==> config.mk <==
export PLATFORM = sky130hd
export DESIGN_NAME = trn_cmd_seq
export DESIGN_NICKNAME = d
export VERILOG_FILES = /design/src/rtl/trn_seq_pkg.sv /design/src/rtl/trn_slot_file.sv /design/src/rtl/trn_addr_step.sv /design/src/rtl/trn_cmd_seq.sv
export SDC_FILE = /design/constraint.sdc
export NUM_CORES = 1
export LEC_CHECK = 0
export BUFFER_PORTS_ARGS = -buffer_cell sky130_fd_sc_hd__buf_4
export CAP_MARGIN = 5
export CELL_PAD_IN_SITES_DETAIL_PLACEMENT = 0
export CELL_PAD_IN_SITES_GLOBAL_PLACEMENT = 2
export CORE_AREA = 5 5 240 149
export DETAILED_ROUTE_END_ITERATION = 16
export DIE_AREA = 0 0 245 154
export PLACE_DENSITY = 0.85
export RECOVER_POWER = 50
export SLEW_MARGIN = 40
export SYNTH_ARGS = -nofsm -noshare
export SYNTH_HDL_FRONTEND = slang
export SYNTH_SLANG_ARGS = --single-unit
==> constraint.sdc <==
create_clock -name clk -period 4.3 [get_ports clk]
set_clock_uncertainty 0.2 [all_clocks]
set_input_delay 0.86 -clock clk [delete_from_list [all_inputs] [get_ports clk]]
set_output_delay 0.86 -clock clk [all_outputs]
set_load 0.01 [all_outputs]
==> src/rtl/trn_seq_pkg.sv <==
package trn_seq_pkg;

    typedef enum logic [2:0] {
        OP_NOP  = 3'd0,
        OP_ACT  = 3'd1,
        OP_RD   = 3'd2,
        OP_WR   = 3'd3,
        OP_PRE  = 3'd4,
        OP_MRS  = 3'd5,
        OP_ZQCS = 3'd6
    } op_e;

    typedef enum logic [1:0] {
        DIR_NONE = 2'd0,
        DIR_RD   = 2'd1,
        DIR_WR   = 2'd2
    } dir_e;

    typedef enum logic [1:0] {
        ST_IDLE  = 2'd0,
        ST_ISSUE = 2'd1,
        ST_WAIT  = 2'd2
    } st_e;

endpackage

==> src/rtl/trn_slot_file.sv <==
module trn_slot_file #(
    parameter int SLOTS  = 4,
    parameter int ADDR_W = 16,
    parameter int BANK_W = 3,
    parameter int RANK_W = 2,
    parameter int CNT_W  = 9,
    parameter int TIME_W = 8,
    parameter int WRAP_W = 5,
    localparam int SLOT_W = $clog2(SLOTS)
) (
    input  logic              clk,
    input  logic              rst_n,
    input  logic              wr_en,
    input  logic [SLOT_W-1:0] wr_slot,
    input  logic [2:0]        wr_op,
    input  logic [CNT_W-1:0]  wr_cnt,
    input  logic [TIME_W-1:0] wr_gap,
    input  logic [TIME_W-1:0] wr_post,
    input  logic [1:0]        wr_dir,
    input  logic [ADDR_W-1:0] wr_addr,
    input  logic [BANK_W-1:0] wr_bank,
    input  logic [RANK_W-1:0] wr_rank,
    input  logic              wr_inc_col,
    input  logic              wr_inc_bank,
    input  logic [WRAP_W-1:0] wr_wrap,
    input  logic [SLOT_W-1:0] rd_idx,
    output logic [2:0]        rd_op,
    output logic [TIME_W-1:0] rd_gap,
    output logic [TIME_W-1:0] rd_post,
    output logic [1:0]        rd_dir,
    output logic [RANK_W-1:0] rd_rank,
    output logic              rd_inc_col,
    output logic              rd_inc_bank,
    output logic [WRAP_W-1:0] rd_wrap,
    input  logic [SLOT_W-1:0] ld_idx,
    output logic [ADDR_W-1:0] ld_addr,
    output logic [BANK_W-1:0] ld_bank,
    output logic [CNT_W-1:0]  ld_cnt
);

    typedef struct packed {
        logic [2:0]        op;
        logic [CNT_W-1:0]  cnt;
        logic [TIME_W-1:0] gap;
        logic [TIME_W-1:0] post;
        logic [1:0]        dir;
        logic [ADDR_W-1:0] addr;
        logic [BANK_W-1:0] bank;
        logic [RANK_W-1:0] rank;
        logic              inc_col;
        logic              inc_bank;
        logic [WRAP_W-1:0] wrap;
    } slot_t;

    slot_t wr_ent;
    slot_t tbl [SLOTS];

    assign wr_ent = '{op: wr_op, cnt: wr_cnt, gap: wr_gap, post: wr_post,
                      dir: wr_dir, addr: wr_addr, bank: wr_bank, rank: wr_rank,
                      inc_col: wr_inc_col, inc_bank: wr_inc_bank, wrap: wr_wrap};

    for (genvar g = 0; g < SLOTS; g++) begin : g_slot
        slot_t ent_d, ent_q;

        always_comb begin
            ent_d = ent_q;
            if (wr_en && wr_slot == SLOT_W'(g)) begin
                ent_d = wr_ent;
            end
        end

        always_ff @(posedge clk or negedge rst_n) begin
            if (!rst_n) ent_q <= '0;
            else        ent_q <= ent_d;
        end

        assign tbl[g] = ent_q;
    end

    assign rd_op       = tbl[rd_idx].op;
    assign rd_gap      = tbl[rd_idx].gap;
    assign rd_post     = tbl[rd_idx].post;
    assign rd_dir      = tbl[rd_idx].dir;
    assign rd_rank     = tbl[rd_idx].rank;
    assign rd_inc_col  = tbl[rd_idx].inc_col;
    assign rd_inc_bank = tbl[rd_idx].inc_bank;
    assign rd_wrap     = tbl[rd_idx].wrap;
    assign ld_addr     = tbl[ld_idx].addr;
    assign ld_bank     = tbl[ld_idx].bank;
    assign ld_cnt      = tbl[ld_idx].cnt;

endmodule

==> src/rtl/trn_addr_step.sv <==
module trn_addr_step #(
    parameter int ADDR_W   = 16,
    parameter int BANK_W   = 3,
    parameter int WRAP_W   = 5,
    parameter int COL_STEP = 8
) (
    input  logic [ADDR_W-1:0] addr,
    input  logic [BANK_W-1:0] bank,
    input  logic              inc_col,
    input  logic              inc_bank,
    input  logic [WRAP_W-1:0] wrap,
    output logic [ADDR_W-1:0] addr_nx,
    output logic [BANK_W-1:0] bank_nx
);

    logic [ADDR_W-1:0] hold_mask;
    logic [ADDR_W-1:0] sum;

    always_comb begin
        hold_mask = '0;
        if (wrap != '0 && wrap < WRAP_W'(ADDR_W)) begin
            hold_mask = ~((ADDR_W'(1) << wrap) - ADDR_W'(1));
        end
        sum     = addr + ADDR_W'(COL_STEP);
        addr_nx = inc_col ? ((addr & hold_mask) | (sum & ~hold_mask)) : addr;
        bank_nx = inc_bank ? bank + BANK_W'(1) : bank;
    end

endmodule

==> src/rtl/trn_cmd_seq.sv <==
module trn_cmd_seq
    import trn_seq_pkg::*;
#(
    parameter int SLOTS  = 4,
    parameter int ADDR_W = 16,
    parameter int BANK_W = 3,
    parameter int RANK_W = 2,
    parameter int CNT_W  = 9,
    parameter int TIME_W = 8,
    parameter int LOOP_W = 4,
    localparam int SLOT_W = $clog2(SLOTS),
    localparam int WRAP_W = $clog2(ADDR_W + 1)
) (
    input  logic              clk,
    input  logic              rst_n,
    input  logic              cfg_we,
    input  logic [SLOT_W-1:0] cfg_slot,
    input  logic [2:0]        cfg_op,
    input  logic [CNT_W-1:0]  cfg_count,
    input  logic [TIME_W-1:0] cfg_gap,
    input  logic [TIME_W-1:0] cfg_post,
    input  logic [1:0]        cfg_dir,
    input  logic [ADDR_W-1:0] cfg_addr,
    input  logic [BANK_W-1:0] cfg_bank,
    input  logic [RANK_W-1:0] cfg_rank,
    input  logic              cfg_inc_col,
    input  logic              cfg_inc_bank,
    input  logic [WRAP_W-1:0] cfg_wrap,
    input  logic              start,
    input  logic [SLOT_W-1:0] last_slot,
    input  logic [LOOP_W-1:0] loop_cnt,
    output logic              busy,
    output logic              done,
    output logic              cmd_valid,
    output logic [2:0]        cmd_op,
    output logic [ADDR_W-1:0] cmd_addr,
    output logic [BANK_W-1:0] cmd_bank,
    output logic [RANK_W-1:0] cmd_rank,
    output logic [1:0]        cmd_dir
);

    typedef struct packed {
        st_e               st;
        logic [SLOT_W-1:0] slot;
        logic [SLOT_W-1:0] last;
        logic [LOOP_W-1:0] loop;
        logic [CNT_W-1:0]  rep;
        logic [TIME_W-1:0] wait_cnt;
        logic              in_post;
        logic [ADDR_W-1:0] addr;
        logic [BANK_W-1:0] bank;
        logic              done;
    } seq_t;

    seq_t seq_d, seq_q;

    logic [2:0]        cur_op;
    logic [TIME_W-1:0] cur_gap, cur_post;
    logic [1:0]        cur_dir;
    logic [RANK_W-1:0] cur_rank;
    logic              cur_inc_col, cur_inc_bank;
    logic [WRAP_W-1:0] cur_wrap;
    logic [SLOT_W-1:0] ld_idx;
    logic [ADDR_W-1:0] ld_addr, step_addr;
    logic [BANK_W-1:0] ld_bank, step_bank;
    logic [CNT_W-1:0]  ld_cnt, ld_rep;
    logic              advance;

    assign ld_idx = (seq_q.st == ST_IDLE || seq_q.slot == seq_q.last)
                    ? '0 : seq_q.slot + SLOT_W'(1);
    assign ld_rep = (ld_cnt == '0) ? '0 : ld_cnt - CNT_W'(1);

    trn_slot_file #(
        .SLOTS(SLOTS), .ADDR_W(ADDR_W), .BANK_W(BANK_W), .RANK_W(RANK_W),
        .CNT_W(CNT_W), .TIME_W(TIME_W), .WRAP_W(WRAP_W)
    ) i_slots (
        .clk(clk), .rst_n(rst_n),
        .wr_en(cfg_we), .wr_slot(cfg_slot), .wr_op(cfg_op), .wr_cnt(cfg_count),
        .wr_gap(cfg_gap), .wr_post(cfg_post), .wr_dir(cfg_dir), .wr_addr(cfg_addr),
        .wr_bank(cfg_bank), .wr_rank(cfg_rank), .wr_inc_col(cfg_inc_col),
        .wr_inc_bank(cfg_inc_bank), .wr_wrap(cfg_wrap),
        .rd_idx(seq_q.slot), .rd_op(cur_op), .rd_gap(cur_gap), .rd_post(cur_post),
        .rd_dir(cur_dir), .rd_rank(cur_rank), .rd_inc_col(cur_inc_col),
        .rd_inc_bank(cur_inc_bank), .rd_wrap(cur_wrap),
        .ld_idx(ld_idx), .ld_addr(ld_addr), .ld_bank(ld_bank), .ld_cnt(ld_cnt)
    );

    trn_addr_step #(
        .ADDR_W(ADDR_W), .BANK_W(BANK_W), .WRAP_W(WRAP_W), .COL_STEP(8)
    ) i_step (
        .addr(seq_q.addr), .bank(seq_q.bank), .inc_col(cur_inc_col),
        .inc_bank(cur_inc_bank), .wrap(cur_wrap),
        .addr_nx(step_addr), .bank_nx(step_bank)
    );

    always_comb begin
        seq_d      = seq_q;
        seq_d.done = 1'b0;
        advance    = 1'b0;
        unique case (seq_q.st)
            ST_IDLE: begin
                if (start) begin
                    seq_d.st   = ST_ISSUE;
                    seq_d.slot = '0;
                    seq_d.last = last_slot;
                    seq_d.loop = loop_cnt;
                    seq_d.addr = ld_addr;
                    seq_d.bank = ld_bank;
                    seq_d.rep  = ld_rep;
                end
            end
            ST_ISSUE: begin
                if (seq_q.rep != '0) begin
                    seq_d.rep  = seq_q.rep - CNT_W'(1);
                    seq_d.addr = step_addr;
                    seq_d.bank = step_bank;
                    if (cur_gap != '0) begin
                        seq_d.st       = ST_WAIT;
                        seq_d.wait_cnt = cur_gap - TIME_W'(1);
                        seq_d.in_post  = 1'b0;
                    end
                end else if (cur_post != '0) begin
                    seq_d.st       = ST_WAIT;
                    seq_d.wait_cnt = cur_post - TIME_W'(1);
                    seq_d.in_post  = 1'b1;
                end else begin
                    advance = 1'b1;
                end
            end
            ST_WAIT: begin
                if (seq_q.wait_cnt != '0) begin
                    seq_d.wait_cnt = seq_q.wait_cnt - TIME_W'(1);
                end else if (seq_q.in_post) begin
                    advance = 1'b1;
                end else begin
                    seq_d.st = ST_ISSUE;
                end
            end
            default: seq_d.st = ST_IDLE;
        endcase

        if (advance) begin
            if (seq_q.slot == seq_q.last && seq_q.loop == '0) begin
                seq_d.st   = ST_IDLE;
                seq_d.slot = '0;
                seq_d.done = 1'b1;
            end else begin
                if (seq_q.slot == seq_q.last) begin
                    seq_d.loop = seq_q.loop - LOOP_W'(1);
                end
                seq_d.st   = ST_ISSUE;
                seq_d.slot = ld_idx;
                seq_d.addr = ld_addr;
                seq_d.bank = ld_bank;
                seq_d.rep  = ld_rep;
            end
        end
    end

    always_ff @(posedge clk or negedge rst_n) begin
        if (!rst_n) seq_q <= '{st: ST_IDLE, default: '0};
        else        seq_q <= seq_d;
    end

    assign busy      = (seq_q.st != ST_IDLE);
    assign done      = seq_q.done;
    assign cmd_valid = (seq_q.st == ST_ISSUE);
    assign cmd_op    = cmd_valid ? cur_op : OP_NOP;
    assign cmd_dir   = cmd_valid ? cur_dir : DIR_NONE;
    assign cmd_addr  = seq_q.addr;
    assign cmd_bank  = seq_q.bank;
    assign cmd_rank  = cur_rank;

endmodule

; Word level (Yosys, flattened, before mapping)
; Cells that the tools add are included.
; Widths: inputs -> output; s select.
[classes]
div_mod_pow = 0
n_mul = 0
reduce_logical = 26
n_shift = 1
mux = 44
bitwise = 7
n_eq_ne = 15
n_addsub = 10
n_lt_le_gt_ge = 3
[ops]
columns = op, n
row1 = $bmux 58 s2, 2
row2 = $mux 58, 2
row3 = $mux 55, 2
row4 = $mux 19, 4
row5 = $mux 9, 5
row6 = $pmux 19 s2, 1
row7 = $and 16x16->16, 2
row8 = $mux 16, 2
row9 = $not 16->16, 2
row10 = $mux 13, 2
row11 = $reduce_bool 8->1, 3
row12 = $sub 8x1->8 const B, 3
row13 = $mux 20, 1
row14 = $pmux 9 s2, 1
row15 = $sub 9x1->9 const B, 2
row16 = $add 16x4->16 const B, 1
row17 = $mux 8, 2
row18 = $or 16x16->16, 1
row19 = $pmux 8 s2, 1
row20 = $shl 1x5->16 const A, 1
row21 = $sub 16x2->16 const B, 1
row22 = $mux 2, 7
row23 = $reduce_bool 2->1, 5
row24 = $logic_not 9->1, 1
row25 = 31 further kinds, 52
[word_totals]
output_inout_bits = 29
register_bits = 280
latch_bits = 0
ram_bits = 0
inputBits = 70
mem_count = 0
wordCells = 160
romBits = 0

; Logic depth before layout (Yosys ltp)
; Gate-level depths: netlist of the first run.
[depth]
depth_word = 16
depth_mapped = 15
mapped_depth_nobuf = 13

; Hierarchy
; From an unflattened synthesis of the first run, not the netlist that was laid out.
[unflattened]
hier_cells = 1002
hier_area_um2 = 13656.8
[by_module_without_submodules]
columns = module, cells_each, instances, area_each_um2, seq_area_each_um2
row1 = trn_slot_file, 562, 1, 9950.8, 5805.6
row2 = trn_cmd_seq, 370, 1, 3205.6, 1201.2
row3 = trn_addr_step, 70, 1, 500.5, 0.0

; Worst setup path after synthesis of the first run
; No wires, ideal clock.
[synth_timing]
path_kind = flip-flop to flip-flop
start = reg seq_q[43] in the netlist's numbering
end = reg seq_q[34] in the netlist's numbering
period_less_slack_ns = 3.375
required_ns = 3.949
n_path_buf = 1
t_arrival_ns = 3.025
slack_ns = 0.925
setup_time_ns = 0.151
path_stages_with_launch = 13
path_cell_list = dfrtp_1 -> clkbuf_1 -> nor2b_1 -> o22ai_1 -> a2111oi_0 -> a221o_1 -> ha_1 -> inv_1 -> nor3_1 -> o2bb2ai_1 -> nand4_1 -> o31ai_2 -> a22oi_1
[synth_rtl]
columns = item, line_no
row1 = "start, declared", trn_cmd_seq.sv:55  ; seq_t seq_d, seq_q;
row2 = "start signal, assigned", trn_cmd_seq.sv:162  ; else seq_q <= seq_d;

==> key figures, run 1 <==
Detailed routing
  – Remaining antenna violation count: 0
  – Iteration-0 DRC Markers: 706
  – Via count normalized by instance count: between 5 and 6
  – Via count: about 9500
  – Drt drc: 0
  – First drt pass iteration count: 5
  – Post-Route WL: between 30000 and 40000 um
  – Avg WL per Cell: 22.43 um

Synth
  – Mapped Cells: 1124
  – Top_reg_cell synth: dfrtp_1
  – Syn avg cell area: 12.23 sq um
  – Syn_nets: 1204
  – Number of synthesized flops with an enable pin: 0
  – Post-synthesis sequential area ratio: between 50% and 60%
  – Netlist Area Pre-Place: 0.01375 sq mm
  – Yosys cell types: 70
  – Yosys warns: 0
  – FF+latch count, synth: 280
  – Share of flip-flops with an asynchronous set or reset: 100.0%

Placement
  – IO Port Bufs: 98
  – RD Place Congestion: about 0.84
  – Hpwl dp: 24950 um

CTS
  – CTS Buf Count: 28
  – Clock sink count: 280
  – Clock slew at reported path FFs: 0.06 ns
  – H-tree Lvls: 1
  – Setup Fix Bufs, Post-CTS: 0
  – Max Root-Sink Buffers: 3
  – CTS tree: done
  – Root buf cell: clkbuf_16
  – Worst skew pair latency: between 0.5 and 0.6 ns

Floorplanning
  – Starting Density: about two fifths
  – CORE AREA: between 0.03 and 0.04 sq mm
  – Row count: 52
  – Die width: 245 um
  – Die Ht: 154 um
  – Die area: roughly 0.038 sq mm
  – # IOs: 99

STA
  – Final Hold Fails: 0
  – RSZ-0062 raised after global routing: no
  – Slew Viols, Final: 288
  – Fmax: 260.2 MHz
  – Final min period: around 3.8 ns
  – Final period util: between 80 and 90%
  – Final setup viols: 0
  – Slew headroom: -78.77%
  – Worst Max-Slew Pin Slew: ~2.7 ns
  – Setup TNS: 0 ns

Global routing
  – Number of global-route vias before repair: about 9500
  – Grt ovf: 0
  – First-pass GRT wire length: 58100 um
  – All-Layer GR Usage: 19.44%
  – Antenna violations before repair: 4
  – Largest net degree at the start of global routing: 94

Finish
  – Layout cells sized above 1: a little under two fifths
  – N_diodes: 0
  – Synth-to-layout area growth: 15.64%
  – Fillers: 2981
  – Nets: 1270

Status
  – Violated checks: capacitance limit, slew limit
  – Outcome: complete, but fails checks

Job
  – Max cap viols: 5

Critical path
  – Critical path data arrival time: 4.06 ns
  – Setup crit start kind: flop
  – Crit path max fanout: 11
  – Critical-path top delay cell: dfrtp_1
  – Largest stage delay, worst path: 0.55 ns
  – Worst Path Required: 4.52 ns
  – Worst setup path category: reg2reg
  – CP endpoint kind: flop
  – Crit path cell chain: nor2b_1 -> o22ai_1 -> a2111oi_0 -> a221o_1 -> ha_1 -> inv_1 -> nor3_1 -> o2bb2ai_1 -> nand4_1 -> o31ai_4 -> a22oi_1

Power
  – Max VDD drop: 0.2787 mV
  – Power Density: 634.0 mW/mm^2
  – Leak: 6.671 nW
  – Pwr Total: ~10 mW

Worst hold path
  – Hold WC Path Type: reg2reg
==> per-stage QoR <==
step	worst slack [ns]	instance area [sq um]	utilization [%]	hold slack, ns	std cells
floorplan	0.9248	13750	-	0.2670	1124
global placement	0.5831	14820	44.66	0.2823	1590
detailed placement	0.4550	14830	44.70	0.2887	1590
CTS	0.4502	15890	47.88	0.1509	1641
global route	0.1499	15900	47.92	0.3120	1643
finish	0.4573	15900	47.92	0.3010	1643
==> repair_timing <==
| item | in CTS | in global routing |
|---|---|---|
| endpoints found under the setup margin | 0 | 1 |
| endpoints found under the hold margin | 0 | 2 |
| hold buffers | 0 | 1 |
| gates resized for setup | 0 | 1 |
==> layout make-up <==
cell class	instances	area [sq um]	area share [%]
timing repair buffer	121	938.4	5.901
inverter	30	112.6	0.7082
tap	432	540.5	3.399
sequential	280	7009	44.08
clock buffer	34	753.2	4.737
clock inverter	17	302.8	1.904
multi-input combinational	729	6245	39.27
==> state kept, by name, summed over array words and instances, names as in the netlist <==
name / flops
cmd_addr: 16
seq_q: 28
i_slots.g_slot.ent_q: 232
cmd_bank: 3
done: 1
==> cell usage in the layout (no fill, tap or decap), drive strengths merged, types with 10 or more instances in the layout <==
cell and instances:
a21oi 18, a221o 10, a22oi 20, and2 12, buf 114, clkbuf 40
dfrtp 280, ha 10, inv 30, mux2 228, mux4 30, nand2 98
nand3 31, nor2 28, nor3 13, o21ai 46, o221ai 14, o22ai 27
xnor2 12, xor2 15
==> Yosys cell counts, types with 3 or more instances <==
cell type	number	area [sq um]
nand2b_1	6	37.54
buf_2	10	50.05
ha_1	10	125.1
o21ai_0	44	220.2
a211o_1	3	26.28
buf_4	21	157.7
and3_1	4	25.02
o221ai_1	14	122.6
buf_1	19	71.32
nand4_1	5	31.28
a22o_1	6	52.55
a2111oi_0	5	43.79
a211oi_1	6	45.04
a221oi_1	3	26.28
xor2_1	15	131.4
nand2_1	96	360.4
a21oi_1	17	85.08
mux2i_1	3	30.03
o311a_1	6	60.06
a31oi_1	7	43.79
o32ai_1	3	26.28
nor4_1	8	50.05
o21a_1	4	30.03
mux2_2	228	2567
o22ai_1	27	168.9
or2_2	3	18.77
a22oi_1	20	150.1
nor2b_1	5	31.28
clkbuf_1	33	123.9
or3_1	7	43.79
nor3_1	11	55.05
dfrtp_1	280	7007
mux4_2	30	675.7
a221o_1	10	100.1
nand3_1	30	150.1
xnor2_1	12	105.1
nor2_1	28	105.1
inv_1	30	112.6
and2_1	12	75.07
==> power breakdown <==
group / leakage, nW / internal, mW / switching [mW]
Clock: 0.518 / 1.73 / 1.06
Sequential: 3.34 / 3.27 / 0.515
Combinational: 2.82 / 1.53 / 1.98
Total: 6.67 / 6.53 / 3.55
==> cell families (layout without fill, tap and decap cells) <==
kind of cell | count (synthesis) | after routing | share of synthesized area [%]
buf+inv | 115 | 202 | 3.913
simple gates | 230 | 230 | 8.135
xor+xnor | 27 | 27 | 1.720
flops | 280 | 280 | 50.96
compound gates | 201 | 201 | 10.56
mux | 261 | 261 | 23.80
fa+ha+maj | 10 | 10 | 0.9099
==> worst max-delay path, delay by kind of cell (launching register included) <==
kind | cells | cell delay (ns)
flops | 1 | 0.55
compound gates | 6 | 1.91
fa+ha+maj | 1 | 0.18
buf+inv | 1 | 0.06
simple gates | 3 | 0.82
==> layer usage <==
metal	vias to the layer above	wire, um	global-route usage [%]
li1	4286	-	-
met1	4939	19320	32.39
met2	255	14810	26.05
met3	35	2323	4.459
met4	8	340	2.403
met5	-	68	0
==> path summary, 6_finish.rpt <==
| check | start | to | slack, ns | cells past startpoint |
|---|---|---|---|---|
| min in group asynchronous | rst_n | seq_q[22]$_DFFE_PN0P_ | 1.50 | 2 |
| worst min register to register | i_slots.g_slot[2].ent_q[40]$_DFFE_PN0P_ | i_slots.g_slot[2].ent_q[40]$_DFFE_PN0P_ | 0.30 | 1 |
| worst max-delay path | seq_q[42]$_DFFE_PN0P_ | seq_q[34]$_DFF_PN0_ | 0.46 | 11 |
| worst min-delay path | i_slots.g_slot[2].ent_q[40]$_DFFE_PN0P_ | i_slots.g_slot[2].ent_q[40]$_DFFE_PN0P_ | 0.30 | 1 |
| worst max register to register | seq_q[42]$_DFFE_PN0P_ | seq_q[34]$_DFF_PN0_ | 0.46 | 11 |
| max in group asynchronous | rst_n | i_slots.g_slot[1].ent_q[23]$_DFFE_PN0P_ | 0.68 | 4 |
(Power assumes the default switching activity.)
==> run 2: changes to the inputs <==
==> constraint.sdc (replaced) <==
create_clock -name clk -period 4.3 [get_ports clk]
set_clock_uncertainty 0.2 [all_clocks]
set_input_delay 0.43 -clock clk [delete_from_list [all_inputs] [get_ports clk]]
set_output_delay 0.43 -clock clk [all_outputs]
set_load 0.01 [all_outputs]
==> run 2 against run 1 <==
Effect of this change: the run still ends with capacitance limit, slew limit left; sequential power is essentially flat; core utilization grew 1.7 points; global-route usage grew 0.25 points; routed wire length grew 1.3%; critical path type unchanged.
==> key figures, run 2 (synthesized netlist as in run 1, its figures left out) <==
Status
  – Outcome: complete, but fails checks (unchanged)
  – Violated checks: capacitance limit, slew limit (unchanged)

Finish
  – Largest Register: i_slots.g_slot.ent_q (unchanged)
  – Synth-to-layout area growth: 19.68% (was 15.64%)
  – Most common cell after layout, fill and taps aside: dfrtp_1 (unchanged)
  – Finished Layout Cells: 1711 (was 1643)
  – Layout cells sized above 1: 34.90% (was 36.99%)
  – Nets: 1337 (was 1270)
  – Commonest non-fill, non-tap cells in the layout: dfrtp_1 (278), mux2_2 (228), buf_4 (115) (was dfrtp_1 (278), mux2_2 (228), buf_4 (111))
  – Core Util, Final: 49.60% (was 47.92%)
  – Max reg flops: 232 (unchanged)

CTS
  – Clock slew at reported path FFs: 0.07 ns (was 0.06 ns)
  – CTS Buf Count: 28 (unchanged)
  – Max Root-Sink Buffers: 3 (unchanged)
  – Worst skew pair latency: 0.57 ns (was 0.56 ns)
  – Setup Fix Bufs, Post-CTS: 0 (unchanged)
  – CTS tree: done (unchanged)
  – H-tree Lvls: 1 (unchanged)
  – Clock sink count: 280 (unchanged)
  – Root buf cell: clkbuf_16 (unchanged)

Detailed routing
  – Remaining antenna violation count: 0 (unchanged)
  – Iteration-0 DRC Markers: 813 (was 706)
  – Via count: 9659 (was 9523)
  – Drt drc: 0 (unchanged)
  – Post-Route WL: 37340 um (was 36860 um)
  – Via count normalized by instance count: 5.645 (was 5.796)
  – Avg WL per Cell: 21.82 um (was 22.43 um)
  – First drt pass iteration count: 5 (unchanged)

Floorplanning
  – Row count: 52 (unchanged)
  – Die width: 245 um (unchanged)
  – Die Ht: 154 um (unchanged)
  – Starting Density: 41.44% (unchanged)
  – # IOs: 99 (unchanged)
  – Die area: 0.03773 sq mm (unchanged)
  – CORE AREA: 0.03318 sq mm (unchanged)

Critical path
  – Crit path cell chain: inv_1 -> ha_1 -> buf_4 -> nor2_1 -> o21ai_0 -> and2_1 -> a221o_1 -> ha_1 -> inv_1 -> nor3_1 -> o2bb2ai_1 -> nand4_1 -> o31ai_2 -> a22oi_1 (was nor2b_1 -> o22ai_1 -> a2111oi_0 -> a221o_1 -> ha_1 -> inv_1 -> nor3_1 -> o2bb2ai_1 -> nand4_1 -> o31ai_4 -> a22oi_1)
  – Critical-path top delay cell: o31ai_2 (was dfrtp_1)
  – Critical path data arrival time: 4.20 ns (was 4.06 ns)
  – Crit path max fanout: 16 (was 11)
  – Reg2Reg Depth: 14 (was 11)
  – Largest stage delay, worst path: 0.59 ns (was 0.55 ns)
  – Worst setup path category: reg2reg (unchanged)
  – CP endpoint kind: flop (unchanged)
  – Worst Path Required: 4.50 ns (was 4.52 ns)
  – Setup crit start kind: flop (unchanged)

Global routing
  – Antenna violations before repair: 3 (was 4)
  – Grt ovf: 0 (unchanged)
  – Largest net degree at the start of global routing: 92 (was 94)
  – All-Layer GR Usage: 19.68% (was 19.44%)
  – Number of global-route vias before repair: 9729 (was 9532)
  – First-pass GRT wire length: 58930 um (was 58100 um)

STA
  – Final setup viols: 0 (unchanged)
  – Setup WS post-layout: 0.3087 ns (was 0.4573 ns)
  – RSZ-0062 raised after global routing: no (unchanged)
  – Setup TNS: 0 ns (unchanged)
  – Slew Viols, Final: 287 (was 288)
  – Slew headroom: -136.8% (was -78.77%)
  – Hold slack final: 0.1093 ns (was 0.3010 ns)
  – Final Hold Fails: 0 (unchanged)
  – Final min period: 3.991 ns (was 3.843 ns)
  – Worst Max-Slew Pin Slew: 3.552 ns (was 2.681 ns)
  – Fmax: 250.5 MHz (was 260.2 MHz)
  – Final period util: 92.82% (was 89.36%)

Placement
  – Hpwl dp: 25710 um (was 24950 um)
  – IO Port Bufs: 98 (unchanged)
  – Dpl ws: 0.4303 ns (was 0.4550 ns)
  – RD Place Congestion: 0.8505 (was 0.8394)
  – Dpl cells: 1594 (was 1590)

Worst hold path
  – Hold WC Path Type: in2reg (was reg2reg)
  – Hold path cells: 4 (was 1)

Power
  – Leak: 6.905 nW (was 6.671 nW)
  – Max VDD drop: 0.3853 mV (was 0.2787 mV)
  – Power Density: 603.5 mW/mm^2 (was 634.0 mW/mm^2)

Job
  – Max cap viols: 6 (was 5)
-- run 2: power by group --
group          leakage [nW]  switching (mW)  internal (mW)
registers              3.34           0.506           3.27
clock network         0.481            1.09           1.52
logic                  3.09            1.98           1.57
-- run 2: timing repair --
item / CTS / global route
hold endpoints to repair: 314 / 0
hold buffers: 65 / 0
gates resized for setup: 0 / 0
-- run 2: stage by stage --
stage | area, sq um | power [mW]
after detailed placement | 14890 | 7.258
after global placement | 14830 | 7.205
after CTS | 16530 | 9.944
after floorplan | 13750 | 6.099
after global routing | 16450 | 10.50
final | 16460 | 9.932
-- run 2: final cells by class --
class / count / area [sq um]
inverter: 30 / 112.6
clock buffer: 40 / 825.8
clock inverter: 11 / 163.9
antenna: 1 / 2.502
tap: 432 / 540.5
fill: 2933 / 16720
multi-input combinational: 729 / 6225
sequential: 280 / 7009
timing repair buffer: 188 / 1578
-- run 2: path summary, 6_finish.rpt --
path	start	endpoint	slack, ns
min reg2reg	i_slots.g_slot[3].ent_q[2]$_DFFE_PN0P_	i_slots.g_slot[3].ent_q[2]$_DFFE_PN0P_	0.30
max in group asynchronous	rst_n	i_slots.g_slot[3].ent_q[0]$_DFFE_PN0P_	0.78
min	start	seq_q[47]$_DFFE_PN0P_	0.11
max	seq_q[47]$_DFFE_PN0P_	seq_q[34]$_DFF_PN0_	0.31
max reg2reg	seq_q[47]$_DFFE_PN0P_	seq_q[34]$_DFF_PN0_	0.31
min in group asynchronous	rst_n	seq_q[40]$_DFF_PN0_	1.16
-- run 2: critical path, delay by kind of cell (launching register included) --
kind / cells / cell delay [ns]
simple gates: 4 / 0.92
flops: 1 / 0.41
buf+inv: 3 / 0.42
compound gates: 5 / 1.41
fa+ha+maj: 2 / 0.47
-- run 2: routing by layer --
metal,global-route usage [%],part of all wire [%]
met2,25.11,38
met5,0,0.080
met4,3.123,1.3
met1,32.46,52
met3,6.263,8.0
